## src/rtl/sa_prom_pkg.sv

```systemverilog
package sa_prom_pkg;
  typedef enum logic {
    SEQ_IDLE = 1'b0,
    SEQ_READ = 1'b1
  } seq_state_t;

  localparam logic [7:0] SA_CHECK_DEFAULT = 8'hFF;
endpackage

```

## src/rtl/sa_bitrev.sv

```systemverilog
module sa_bitrev #(
  parameter int W = 8
) (
  input  logic [W-1:0] din,
  output logic [W-1:0] dout
);
  for (genvar i = 0; i < W; i++) begin : g_rev
    assign dout[i] = din[W-1-i];
  end

  always_comb begin
    assert_rev_ends_R5: assert (dout[0] == din[W-1] && dout[W-1] == din[0]);
  end
endmodule

```

## src/rtl/sa_read_seq.sv

```systemverilog
module sa_read_seq
  import sa_prom_pkg::*;
#(
  parameter int NUM_BYTES = 8,
  parameter int STRIDE    = 16,
  parameter int ADDR_W    = 8,
  parameter int BASE_ADDR = 0,
  localparam int IDX_W    = $clog2(NUM_BYTES)
) (
  input  logic              clk,
  input  logic              rst,
  input  logic              start,
  input  logic              rd_valid,
  output logic              rd_req,
  output logic [ADDR_W-1:0] rd_addr,
  output logic              done,
  output logic              clear,
  output logic              accept,
  output logic              last,
  output logic [IDX_W-1:0]  idx
);
  localparam logic [ADDR_W-1:0] STEP  = ADDR_W'(STRIDE);
  localparam logic [ADDR_W-1:0] BASE  = ADDR_W'(BASE_ADDR);
  localparam logic [IDX_W-1:0]  LAST_I = IDX_W'(NUM_BYTES - 1);

  seq_state_t state;

  assign clear  = start && (state == SEQ_IDLE);
  assign accept = rd_req && rd_valid;
  assign last   = (idx == LAST_I);

  always_ff @(posedge clk) begin
    if (rst) begin
      state   <= SEQ_IDLE;
      rd_req  <= 1'b0;
      rd_addr <= BASE;
      idx     <= '0;
      done    <= 1'b0;
    end else begin
      done <= 1'b0;
      case (state)
        SEQ_IDLE: begin
          if (start) begin
            state   <= SEQ_READ;
            rd_req  <= 1'b1;
            rd_addr <= BASE;
            idx     <= '0;
          end
        end
        SEQ_READ: begin
          if (accept) begin
            if (last) begin
              state  <= SEQ_IDLE;
              rd_req <= 1'b0;
              done   <= 1'b1;
            end else begin
              idx     <= idx + 1'b1;
              rd_addr <= rd_addr + STEP;
            end
          end
        end
        default: state <= SEQ_IDLE;
      endcase
    end
  end

  assert_hold_R4: assert property (@(posedge clk) disable iff (rst)
    (rd_req && !rd_valid) |=> (rd_req && $stable(rd_addr)));

  assert_stride_R3: assert property (@(posedge clk) disable iff (rst)
    (accept && !last) |=> (rd_addr == $past(rd_addr) + STEP));

  assert_done_pulse_R7: assert property (@(posedge clk) disable iff (rst)
    done |=> !done);

  assert_start_first_R2: assert property (@(posedge clk) disable iff (rst)
    clear |=> (rd_req && rd_addr == BASE));
endmodule

```

## src/rtl/sa_csum.sv

```systemverilog
module sa_csum #(
  parameter int         DATA_W = 8,
  parameter logic [7:0] TARGET = 8'hFF
) (
  input  logic              clk,
  input  logic              rst,
  input  logic              clear,
  input  logic              accept,
  input  logic              last,
  input  logic [DATA_W-1:0] byte_in,
  output logic              err
);
  logic [DATA_W-1:0] acc;
  logic [DATA_W-1:0] acc_next;

  assign acc_next = acc ^ byte_in;

  always_ff @(posedge clk) begin
    if (rst) begin
      acc <= '0;
      err <= 1'b0;
    end else if (clear) begin
      acc <= '0;
      err <= 1'b0;
    end else if (accept) begin
      acc <= acc_next;
      if (last) err <= (acc_next != DATA_W'(TARGET));
    end
  end

  assert_clear_err_R8: assert property (@(posedge clk) disable iff (rst)
    clear |=> !err);

  assert_err_hold_R7: assert property (@(posedge clk) disable iff (rst)
    (!clear && !(accept && last)) |=> $stable(err));
endmodule

```

## src/rtl/sa_addr_asm.sv

```systemverilog
module sa_addr_asm #(
  parameter int KEEP   = 6,
  parameter int DATA_W = 8,
  parameter int IDX_W  = 3,
  localparam int AW    = KEEP * DATA_W
) (
  input  logic              clk,
  input  logic              rst,
  input  logic              clear,
  input  logic              accept,
  input  logic [IDX_W-1:0]  idx,
  input  logic [DATA_W-1:0] byte_in,
  output logic [AW-1:0]     addr
);
  logic keep_it;

  assign keep_it = int'(idx) < KEEP;

  always_ff @(posedge clk) begin
    if (rst) begin
      addr <= '0;
    end else if (clear) begin
      addr <= '0;
    end else if (accept && keep_it) begin
      addr <= {addr[AW-DATA_W-1:0], byte_in};
    end
  end

  assert_tail_ignored_R6: assert property (@(posedge clk) disable iff (rst)
    (accept && !keep_it && !clear) |=> $stable(addr));

  assert_clear_addr_R8: assert property (@(posedge clk) disable iff (rst)
    clear |=> (addr == '0));
endmodule

```

## src/rtl/sa_prom_loader.sv

```systemverilog
module sa_prom_loader
  import sa_prom_pkg::*;
#(
  parameter int         NUM_BYTES  = 8,
  parameter int         KEEP_BYTES = 6,
  parameter int         STRIDE     = 16,
  parameter int         ADDR_W     = 8,
  parameter int         BASE_ADDR  = 0,
  parameter int         DATA_W     = 8,
  parameter logic [7:0] CHECK_VAL  = SA_CHECK_DEFAULT
) (
  input  logic                         clk,
  input  logic                         rst,
  input  logic                         start,
  output logic                         rd_req,
  output logic [ADDR_W-1:0]            rd_addr,
  input  logic                         rd_valid,
  input  logic [DATA_W-1:0]            rd_data,
  output logic [KEEP_BYTES*DATA_W-1:0] station_addr,
  output logic                         done,
  output logic                         csum_err
);
  localparam int IDX_W = $clog2(NUM_BYTES);

  logic              clear;
  logic              accept;
  logic              last;
  logic [IDX_W-1:0]  idx;
  logic [DATA_W-1:0] rev_byte;

  sa_read_seq #(
    .NUM_BYTES(NUM_BYTES),
    .STRIDE(STRIDE),
    .ADDR_W(ADDR_W),
    .BASE_ADDR(BASE_ADDR)
  ) u_seq (
    .clk(clk), .rst(rst), .start(start), .rd_valid(rd_valid),
    .rd_req(rd_req), .rd_addr(rd_addr), .done(done),
    .clear(clear), .accept(accept), .last(last), .idx(idx)
  );

  sa_bitrev #(.W(DATA_W)) u_rev (
    .din(rd_data), .dout(rev_byte)
  );

  sa_csum #(.DATA_W(DATA_W), .TARGET(CHECK_VAL)) u_csum (
    .clk(clk), .rst(rst), .clear(clear), .accept(accept),
    .last(last), .byte_in(rev_byte), .err(csum_err)
  );

  sa_addr_asm #(.KEEP(KEEP_BYTES), .DATA_W(DATA_W), .IDX_W(IDX_W)) u_asm (
    .clk(clk), .rst(rst), .clear(clear), .accept(accept),
    .idx(idx), .byte_in(rev_byte), .addr(station_addr)
  );

  assert_done_idle_R7: assert property (@(posedge clk) disable iff (rst)
    done |-> !rd_req);

  assert_idle_valid_R4: assert property (@(posedge clk) disable iff (rst)
    (!rd_req && rd_valid && !start) |=> ($stable(station_addr) && $stable(csum_err)));
endmodule

```

## config.mk

```make
export PLATFORM = sky130hd
export DESIGN_NAME = sa_prom_loader
export DESIGN_NICKNAME = d
export VERILOG_FILES = /design/src/rtl/sa_prom_pkg.sv /design/src/rtl/sa_bitrev.sv /design/src/rtl/sa_read_seq.sv /design/src/rtl/sa_csum.sv /design/src/rtl/sa_addr_asm.sv /design/src/rtl/sa_prom_loader.sv
export SDC_FILE = /design/constraint.sdc
export NUM_CORES = 1
export LEC_CHECK = 0
export ABC_AREA = 1
export CORE_MARGIN = 5
export CORE_UTILIZATION = 40
export CTS_BUF_LIST = sky130_fd_sc_hd__clkbuf_4
export CTS_CLUSTER_SIZE = 12
export DETAILED_ROUTE_END_ITERATION = 12
export GPL_TIMING_DRIVEN = 0
export PLACE_DENSITY_LB_ADDON = 0.25
export SLEW_MARGIN = 30
export SYNTH_ARGS = -nofsm -noshare
export SYNTH_HDL_FRONTEND = slang
export SYNTH_SLANG_ARGS = --single-unit
export TNS_END_PERCENT = 1
```

## constraint.sdc

```tcl
create_clock -name clk -period 3.3 [get_ports clk]
set_input_delay 0.495 -clock clk [delete_from_list [all_inputs] [get_ports clk]]
set_output_delay 0.495 -clock clk [all_outputs]
set_load 0.005 [all_outputs]
```

==> reports/summary.txt <==
Max Cap Violations -> 0
WHS Path Cells -> 2
Leakage power -> 1.53 nW
H-tree depth -> 3
Maximum operating frequency -> 0.543 GHz
Initial antenna violation count -> 0
Clk Tree Root Cell -> clkbuf_4
RR Startpoint -> u_seq.idx[1]$_SDFFE_PP0P_
Final WL -> 6390 um
Netlist cell types -> 27
Gr ovfl total -> 0
Crit Path Max Fanout -> 5
R2r setup slk -> 1560 ps
Crit-path cells -> clkdlybuf4s50_1
First-pass GRT wire length -> 11200 um
Num CTS Buffers -> 9
Synth top area share -> 51.7%
Critical path's top delay family -> buffers and inverters
Commonest cells post-synth -> nor2_1 (92), dfxtp_1 (67), o21ai_0 (57)
Unrepaired setup endpoints after global routing -> no
CTS Buffer Depth -> 2
M1 WL -> 3120 um
Pwr/cell area -> 439 nW/um^2
Filler instances -> 635
Post-layout util -> 55.0%
Post-route DRC -> 0
Mapped Area -> 2590 sq um
Switching power share of the total -> 28.8%
Die Width -> 90.5 um
Final min period -> 1840 ps
Layout Nets -> 426
Peak VDD IR -> 229 uV
Largest family of logic cells by synthesized area -> simple AND/OR/NAND/NOR gates
Setup violations, final -> 0
First-pass iteration count of the detailed router -> 4
Share of layout cells above drive strength 1 -> 9.88%
Register area share after synthesis -> 51.7%
Die Span Y -> 90.5 um
DP HPWL -> 4670 um
RR Endpoint -> u_seq.rd_addr[6]$_SDFFE_PP0P_
Sequential power share -> 56.6%
Synthesis-to-layout area growth -> 33.9%
Xor-xnor portion of the synthesized cell area -> 1.35%
Ports -> 71
CP Class -> reg2out
Die area -> 8190 sq um
Top layer reached by signal wires -> met4
Ys async rst share -> 0%
TritonCTS clock tree -> yes
Number of enable flip-flop cells after synthesis -> 0
CP Data Required Time -> 2800 ps
Worst-path clk slew -> 120 ps
Clock power frac -> 31.5%
Antenna diodes -> 0
Met3 WL post-DR -> 329 um
R2R depth -> 8
CP arrival -> 1350 ps
Cells after Synth -> 331
DR vias -> 2389
Setup TNS Final -> 0 ps
Num Clock Sinks -> 67
Routability congestion estimate -> 0.789
Fin crit share -> 55.9%
DR vias/cell -> 4.86
FP Rows -> 29
Switch Pwr -> 0.438 mW
Largest area contributor in the netlist -> dfxtp_1
Synthesis Warnings -> 0
Post-Synth Simple-Gate Area -> 19.8%
Total GRT Usage -> 16.3%
Complex-gate fraction of the synthesized area -> 17.4%
Drt initial violations -> 176
CP endpoint kind -> output port
Worst hold start -> rst
Adder-Cell Fraction of Synth Area -> 1.93%
Routed len/inst -> 13.0 um
HP Class -> in2reg
Initial core utilization -> 41.1%
Seq cells post-synth -> 67
Post-CTS setup buffers -> 0
Worst Clk Skew -> 13.6 ps
Largest net degree at the start of global routing -> 14
Antenna Violating Nets Remaining -> 0
Mux contribution to synthesized area -> 0%
Status -> finished, final reports clean
Clk_lat worst skew -> 420 ps
Syn Area/Cell -> 7.83 sq um
Slowest CP cell -> clkdlybuf4s50_1
Count leader, synth -> nor2_1
Slowest stage delay, CP -> 530 ps
Final Hold Fails -> 0
Vias in the first global route -> 2358
WHS Endpoint -> u_seq.rd_addr[6]$_SDFFE_PP0P_
Top cells by area, synth -> dfxtp_1 (52%), nor2_1 (13%), o21ai_0 (11%), nand2_1 (4.1%), a21oi_1 (2.9%)
Hold buffers post-CTS -> 0
Port Buffers -> 65
Post-CTS resize count -> 0
Buf/Inv on CP -> 1
Slew Viols, Final -> 0
Core area -> 6310 sq um
Logic pwr share -> 11.9%
Startpoint types -> flop
Top FF cell, synth -> dfxtp_1
Cell-internal power -> 1.08 mW
Metal2 WL -> 2770 um
## registers in the layout (all words and copies together), names as in the netlist
signal,cells
u_asm.addr,48
u_csum.acc,8
u_seq.rd_addr,4
u_seq.idx,3
u_csum.err,1
u_seq.done,1
u_seq.rd_req,1
u_seq.state,1
## metal layers
metal / vias up / global-route usage (%)
met2: 63 / 24.4
met4: 0 / 7.82
li1: 1225 / -
met5: - / 0
met3: 14 / 3.83
met1: 1087 / 22.1
## worst max-delay path by stage
stage,from,end,slack (ps),cells after the start
6_report,u_seq.rd_addr[4]$_SDFFE_PP0P_,rd_addr[4],1460,1
5_1_grt,u_seq.idx[1]$_SDFFE_PP0P_,u_seq.idx[2]$_SDFFE_PP0P_,1360,8
4_1_cts,u_seq.rd_addr[6]$_SDFFE_PP0P_,rd_addr[6],1420,1
3_5_place_dp,rd_valid,u_asm.addr[34]$_SDFFE_PP0P_,1300,7
3_3_place_gp,rd_valid,u_asm.addr[34]$_SDFFE_PP0P_,1280,7
2_1_floorplan,u_seq.idx[1]$_SDFFE_PP0P_,u_seq.rd_addr[6]$_SDFFE_PP0P_,1800,8
## cells in the final DEF (no fill, tap or decap), types with 5 or more instances in the layout
master           instances
inv_1                   20
nand2_1                 28
clkbuf_4                 9
buf_2                   14
clkdlybuf4s50_1         65
a21oi_1                 15
a31oi_1                  5
dfxtp_1                 67
o21ai_0                 57
nor2_1                  92
## final cells by class
cell class                      count  area [sq um]  area share (%)
Multi-Input combinational cell    225          1060            30.7
Tap cell                           77          96.3            2.78
Sequential cell                    67          1340            38.6
Clock inverter                      7          52.6            1.51
Timing Repair Buffer               65           651            18.7
Clock buffer                        9          67.6            1.95
Buffer                             21           119            3.42
Inverter                           21          78.8            2.27
## cells by family after synthesis
family | after synthesis
simple gates | 128
compound gates | 85
flops | 67
buf+inv | 42
xor+xnor | 4
fa+ha+maj | 4
other cells | 1
## metrics by stage
step                instance area, sq um  worst slack [ps]  power [mW]  hold WS [ps]  cells
global route                        3470              1360        1.59           384    492
floorplan                           2600              1800       0.970           428    334
detailed placement                  3350              1300        1.06           463    476
global placement                    3350              1280        1.06           448    476
CTS                                 3470              1420        1.53           363    492
finish                              3470              1460        1.52           376    492
## power by group through the flow
stage	registers (mW)	logic (mW)	clock network (mW)
after detailed placement	0.880	0.181	0
after global routing	0.867	0.205	0.522
after global placement	0.880	0.179	0
after CTS	0.863	0.182	0.489
after floorplan	0.877	0.0933	0
final	0.862	0.181	0.479
Power figures use the tool's default switching activity.
